$ cat config.mk
export PLATFORM = sky130hd
export DESIGN_NAME = aclink_frame_engine
export DESIGN_NICKNAME = d
export VERILOG_FILES = /design/src/rtl/acfe_pkg.sv /design/src/rtl/acfe_timer.sv /design/src/rtl/acfe_tx.sv /design/src/rtl/acfe_rx.sv /design/src/rtl/aclink_frame_engine.sv
export SDC_FILE = /design/constraint.sdc
export NUM_CORES = 1
export LEC_CHECK = 0
export ABC_AREA = 1
export ABC_CLOCK_PERIOD_IN_PS = 2740
export CORE_UTILIZATION = 40
export DETAILED_ROUTE_END_ITERATION = 7
export GPL_TIMING_DRIVEN = 0
export PLACE_DENSITY = 0.68
export SYNTH_ARGS = -nofsm -noshare
export SYNTH_HDL_FRONTEND = slang
export SYNTH_HIERARCHICAL = 1
export SYNTH_SLANG_ARGS = --single-unit
$ cat constraint.sdc
create_clock -name clk -period 2.74 [get_ports clk]
set_input_delay 0.274 -clock clk [delete_from_list [all_inputs] [get_ports clk]]
set_output_delay 0.274 -clock clk [all_outputs]
set_load 0.01 [all_outputs]
$ cat src/rtl/acfe_pkg.sv
package acfe_pkg;
  localparam int unsigned FRAME_BITS_DEF = 256;
  localparam int unsigned SYNC_BITS_DEF  = 16;
  localparam int unsigned WORD_BITS_DEF  = 64;
endpackage

$ cat src/rtl/acfe_timer.sv
// Bit position counter and frame-sync generator.
module acfe_timer #(
  parameter int unsigned FRAME_BITS = acfe_pkg::FRAME_BITS_DEF,
  parameter int unsigned SYNC_BITS  = acfe_pkg::SYNC_BITS_DEF,
  parameter int unsigned WORD_BITS  = acfe_pkg::WORD_BITS_DEF,
  localparam int unsigned CNT_W     = $clog2(FRAME_BITS),
  localparam int unsigned WBIT_W    = $clog2(WORD_BITS)
) (
  input  logic             clk,
  input  logic             rst,
  input  logic             en,
  output logic             running,
  output logic [CNT_W-1:0] pos,
  output logic             fsync,
  output logic             reload,
  output logic             word_end
);
  logic             start;
  logic [CNT_W-1:0] nxt;

  assign start    = en & ~running;
  assign word_end = running & en & (&pos[WBIT_W-1:0]);
  assign reload   = start | word_end;
  assign nxt      = (pos == CNT_W'(FRAME_BITS - 1)) ? '0 : pos + 1'b1;

  always_ff @(posedge clk) begin
    if (rst || !en) begin
      running <= 1'b0;
      pos     <= '0;
      fsync   <= 1'b0;
    end else if (start) begin
      running <= 1'b1;
      pos     <= '0;
      fsync   <= 1'b1;
    end else begin
      pos     <= nxt;
      fsync   <= (nxt < CNT_W'(SYNC_BITS));
    end
  end
endmodule

$ cat src/rtl/acfe_tx.sv
// Single-entry transmit hold word feeding an MSB-first shifter.
module acfe_tx #(
  parameter int unsigned WORD_BITS = acfe_pkg::WORD_BITS_DEF
) (
  input  logic                 clk,
  input  logic                 rst,
  input  logic                 halt,
  input  logic                 shift_en,
  input  logic                 reload,
  input  logic                 tx_load,
  input  logic [WORD_BITS-1:0] tx_data,
  output logic                 sdo,
  output logic                 underflow
);
  logic [WORD_BITS-1:0] hold_q;
  logic                 full_q;
  logic [WORD_BITS-1:0] sh_q;

  always_ff @(posedge clk) begin
    if (rst) begin
      hold_q    <= '0;
      full_q    <= 1'b0;
      sh_q      <= '0;
      underflow <= 1'b0;
    end else begin
      if (halt) begin
        sh_q <= '0;
      end else if (reload) begin
        if (full_q) begin
          sh_q <= hold_q;
        end else begin
          sh_q      <= '0;
          underflow <= 1'b1;
        end
      end else if (shift_en) begin
        sh_q <= {sh_q[WORD_BITS-2:0], 1'b0};
      end

      if (tx_load) begin
        hold_q <= tx_data;
        full_q <= 1'b1;
      end else if (reload && !halt) begin
        full_q <= 1'b0;
      end
    end
  end

  assign sdo = sh_q[WORD_BITS-1];
endmodule

$ cat src/rtl/acfe_rx.sv
// Falling-edge receive shifter with word hand-off on the rising edge.
module acfe_rx #(
  parameter int unsigned WORD_BITS = acfe_pkg::WORD_BITS_DEF
) (
  input  logic                 clk,
  input  logic                 rst,
  input  logic                 sample_en,
  input  logic                 word_end,
  input  logic                 rd_ack,
  input  logic                 sdi,
  output logic [WORD_BITS-1:0] rx_data,
  output logic                 done,
  output logic                 overflow
);
  logic [WORD_BITS-1:0] sh_q;
  logic                 full_q;

  always_ff @(negedge clk) begin
    if (rst) begin
      sh_q <= '0;
    end else if (sample_en) begin
      sh_q <= {sh_q[WORD_BITS-2:0], sdi};
    end
  end

  always_ff @(posedge clk) begin
    if (rst) begin
      rx_data  <= '0;
      done     <= 1'b0;
      full_q   <= 1'b0;
      overflow <= 1'b0;
    end else begin
      done <= word_end;
      if (word_end) begin
        rx_data <= sh_q;
        full_q  <= 1'b1;
        if (full_q && !rd_ack) overflow <= 1'b1;
      end else if (rd_ack) begin
        full_q <= 1'b0;
      end
    end
  end
endmodule

$ cat src/rtl/aclink_frame_engine.sv
module aclink_frame_engine #(
  parameter int unsigned FRAME_BITS = acfe_pkg::FRAME_BITS_DEF,
  parameter int unsigned SYNC_BITS  = acfe_pkg::SYNC_BITS_DEF,
  parameter int unsigned WORD_BITS  = acfe_pkg::WORD_BITS_DEF,
  localparam int unsigned CNT_W     = $clog2(FRAME_BITS),
  localparam int unsigned SEG_W     = $clog2(FRAME_BITS / WORD_BITS)
) (
  input  logic                 clk,
  input  logic                 rst,
  input  logic                 en,
  input  logic                 tx_load,
  input  logic [WORD_BITS-1:0] tx_data,
  input  logic                 rx_read,
  input  logic                 sdi,
  output logic                 fsync,
  output logic                 sdo,
  output logic [WORD_BITS-1:0] rx_data,
  output logic                 buf_done,
  output logic [SEG_W-1:0]     seg_idx,
  output logic                 tx_underflow,
  output logic                 rx_overflow
);
  logic             running;
  logic [CNT_W-1:0] pos;
  logic             reload;
  logic             word_end;

  acfe_timer #(.FRAME_BITS(FRAME_BITS), .SYNC_BITS(SYNC_BITS), .WORD_BITS(WORD_BITS)) u_timer (
    .clk(clk), .rst(rst), .en(en), .running(running), .pos(pos),
    .fsync(fsync), .reload(reload), .word_end(word_end)
  );

  acfe_tx #(.WORD_BITS(WORD_BITS)) u_tx (
    .clk(clk), .rst(rst), .halt(~en), .shift_en(running & en), .reload(reload),
    .tx_load(tx_load), .tx_data(tx_data), .sdo(sdo), .underflow(tx_underflow)
  );

  acfe_rx #(.WORD_BITS(WORD_BITS)) u_rx (
    .clk(clk), .rst(rst), .sample_en(running), .word_end(word_end), .rd_ack(rx_read),
    .sdi(sdi), .rx_data(rx_data), .done(buf_done), .overflow(rx_overflow)
  );

  always_ff @(posedge clk) begin
    if (rst) begin
      seg_idx <= '0;
    end else if (word_end) begin
      seg_idx <= pos[CNT_W-1 -: SEG_W];
    end
  end
endmodule

==> results.ini <==
[status]
status = finished clean

[critical_path]
worstSetupStartpoint = rst
reg2reg_to = u_rx/sh_q[3]$_SDFFE_NP0P_
required_ps = 1840
crit_path_end = u_rx/sh_q[31]$_SDFFE_NP0P_
worstRegToRegCells = 5
arrival_ps = 1710
r2r_start = u_timer/running$_SDFFE_PP0P_
crit_path_end_kind = register
r2r_setup_slack_ps = 170
start_kind = primary input
crit_type = in2reg
cp_max_fo = 10

[global_route]
antenna_found_initial = 1
overflow = 0
grt_usage_pct = 18.36
grt_max_degree = 15
grt_pass1_wl_um = 43350
grt_pass1_vias = 9235

[die]
die_h_um = 167.8
die_area_um2 = 28170
num_rows = 60
die_w_um = 167.8
core-area_um2 = 26950
ioPinCount = 141
start_util_pct = 40.81

[clock_network]
cts_hold_buf = 0
cts_setup_buffers = 0
cts_resized = 0
clkSlewWorstSetupHoldPaths_ps = 60
cts_buffer_depth = 3
root_buffer = clkbuf_16
cts_tree = yes
cts_made_buffers = 30
clk_latency_ps = 590
clock_sinks = 273
h-tree-depth = 1

[routing]
dr.pass1.iters = 5
wl_met1_um = 12190
post-route-drc-count = 0
vias = 9975
wl_met2_um = 11750
drtIter0Drc = 658
post_drt_wl_per_cell_um = 12.19
top_layer_used = met4
routed_via_density = 4.644
wl_met3_um = 1805
drt_wl_total_um = 26180
final_antenna_net_count = 0

[pwr]
pwr-share-clk_pct = 47.8
switching_share_pct = 24.67
p_sw_mw = 2.367
ir_worst_vdd_v = 0.0004502
pwr-share-seq_pct = 44.1
p_leak_nw = 6.530
p_per_area_nw_per_um2 = 679.7
combinationalPowerShare_pct = 8.0
p_int_mw = 7.226

[placed_design]
dp_cells = 2028
port_buffers = 140
postPlaceCellArea_um2 = 12830
dp_hpwl_um = 17620
routabilityCongestion = 0.8101

[logic_synthesis]
yosysWarnings = 6
syn_nets = 1618
postSynth.asyncResetShare_pct = 0
syn-cell-area_um2 = 11000
ys_types = 29
synth_top_flop_cell = dfxtp_1
synth_seq_cells = 273
synthesis.instances = 1547
synth_edf_count = 0
synth_common_cells = 444 x nor2_1, 284 x nand2_1, 273 x dfxtp_1, 176 x o21ai_0, 147 x inv_1
synth_top_area_share_pct = 49.69
ys_top_cells_by_area = dfxtp_1 50%, nor2_1 15%, nand2_1 9.7%
yosys.cell_count.top_type = nor2_1
synth.avg_cell_area_um2 = 7.110
yosysSeqAreaShare_pct = 49.69
synth_area_leader_cell = dfxtp_1

[final_layout]
postLayoutCoreUtil_pct = 52.36
syn_to_final_growth_pct = 28.30
layoutNonFillerInstCount = 2148
drive_above_1_share_pct = 8.970
n_fill_cell = 2567
stdcell_area_um2 = 14110
fin_nets = 1853

[timing]
finalHoldViolCount = 0
finalClockSkew_ps = 55.45
slew_violations = 0
tns_ps = 0
tightest_slew_ps = 706.5
rsz0062_at_grt = false
relSlewSlack_pct = 52.54
setup_viol_count_final = 0

[run]
maxCapViolations = 0

[worst_hold_path]
min_from = tx_data[0]
hold_class = in2reg

==> per-stage QoR <==
step	total power [mW]	hold slack [ps]	worst slack [ps]
after floorplan	4.953	343.1	359.0
after global placement	5.201	443.4	-437.8
after detailed placement	5.219	447.3	-464.9
after CTS	9.703	311.5	134.0
after global routing	10.07	358.0	70.92
final	9.592	332.8	127.5
==> layout by cell type (no fill, tap or decap), types with 21 or more instances in the layout <==
cell / instances
clkdlybuf4s50_1: 140
nand2_1: 284
a21oi_1: 66
dfxtp_1: 273
inv_1: 210
buf_2: 40
buf_6: 21
nor2_1: 444
nor2_2: 22
o21ai_0: 176
clkbuf_16: 32
==> flip-flops by register name, indices dropped and copies added, names as in the netlist <==
signal           cells
u_rx/done            1
u_tx/full_q          1
u_rx/overflow        1
u_tx/sh_q           64
u_tx/underflow       1
u_timer/fsync        1
u_rx/rx_data        64
u_timer/running      1
u_rx/full_q          1
seg_idx              2
u_rx/sh_q           64
u_tx/hold_q         64
u_timer/pos          8
==> cells by family after synthesis <==
group                    after synthesis  synth area share [%]
AO/OA/AOI/OAI                        262                 12.06
buffers and inverters                246                 10.86
AND/OR/NAND/NOR                      764                 27.20
XOR/XNOR                               1               0.07964
adder cells (fa/ha/maj)                1                0.1137
flip-flops                           273                 49.69
==> worst max-delay path: stages <==
cell and delay (ps):
clkdlybuf4s50_1 830, inv_2 130, buf_6 190, buf_6 140, o21ai_0 80, nor2_1 60
==> power by group through the flow <==
| stage | logic [mW] | registers, mW | clock network, mW |
|---|---|---|---|
| detailed placement | 0.767 | 4.31 | 0.144 |
| global route | 0.878 | 4.25 | 4.94 |
| CTS | 0.775 | 4.23 | 4.70 |
| floorplan | 0.523 | 4.29 | 0.144 |
| global placement | 0.754 | 4.30 | 0.144 |
| finish | 0.770 | 4.23 | 4.59 |
==> routing by layer <==
layer	vias to the layer above	global-route usage (%)
met5	-	0
met4	0	4.069
met2	242	30.27
met1	4500	24.51
met3	34	4.043
li1	5199	-
==> how the worst min path moves through the flow <==
stage / endpoint / slack, ps / depth (start not counted)
3_3_place_gp: u_rx/overflow$_SDFFE_PP0P_ / 440 / 2
5_1_grt: u_tx/hold_q[9]$_SDFFE_PP0P_ / 360 / 3
4_1_cts: u_tx/hold_q[0]$_SDFFE_PP0P_ / 310 / 3
2_1_floorplan: u_tx/full_q$_SDFFE_PP0P_ / 340 / 1
6_report: u_tx/hold_q[0]$_SDFFE_PP0P_ / 330 / 3
3_5_place_dp: u_rx/overflow$_SDFFE_PP0P_ / 450 / 2
==> final cells by class <==
| cell class | count | area [µm²] | share of cell area [%] |
|---|---|---|---|
| Antenna cell | 1 | 2.502 | 0.01773 |
| Buffer | 92 | 609.3 | 4.318 |
| Clock buffer | 41 | 854.6 | 6.055 |
| Clock inverter | 79 | 431.7 | 3.059 |
| Inverter | 153 | 581.8 | 4.123 |
| Multi-Input combinational cell | 1028 | 4339 | 30.75 |
| Sequential cell | 273 | 5465 | 38.73 |
| Tap cell | 341 | 426.7 | 3.023 |
| Timing Repair Buffer | 140 | 1401 | 9.930 |
Note: power is estimated with default switching activity, not from simulation.
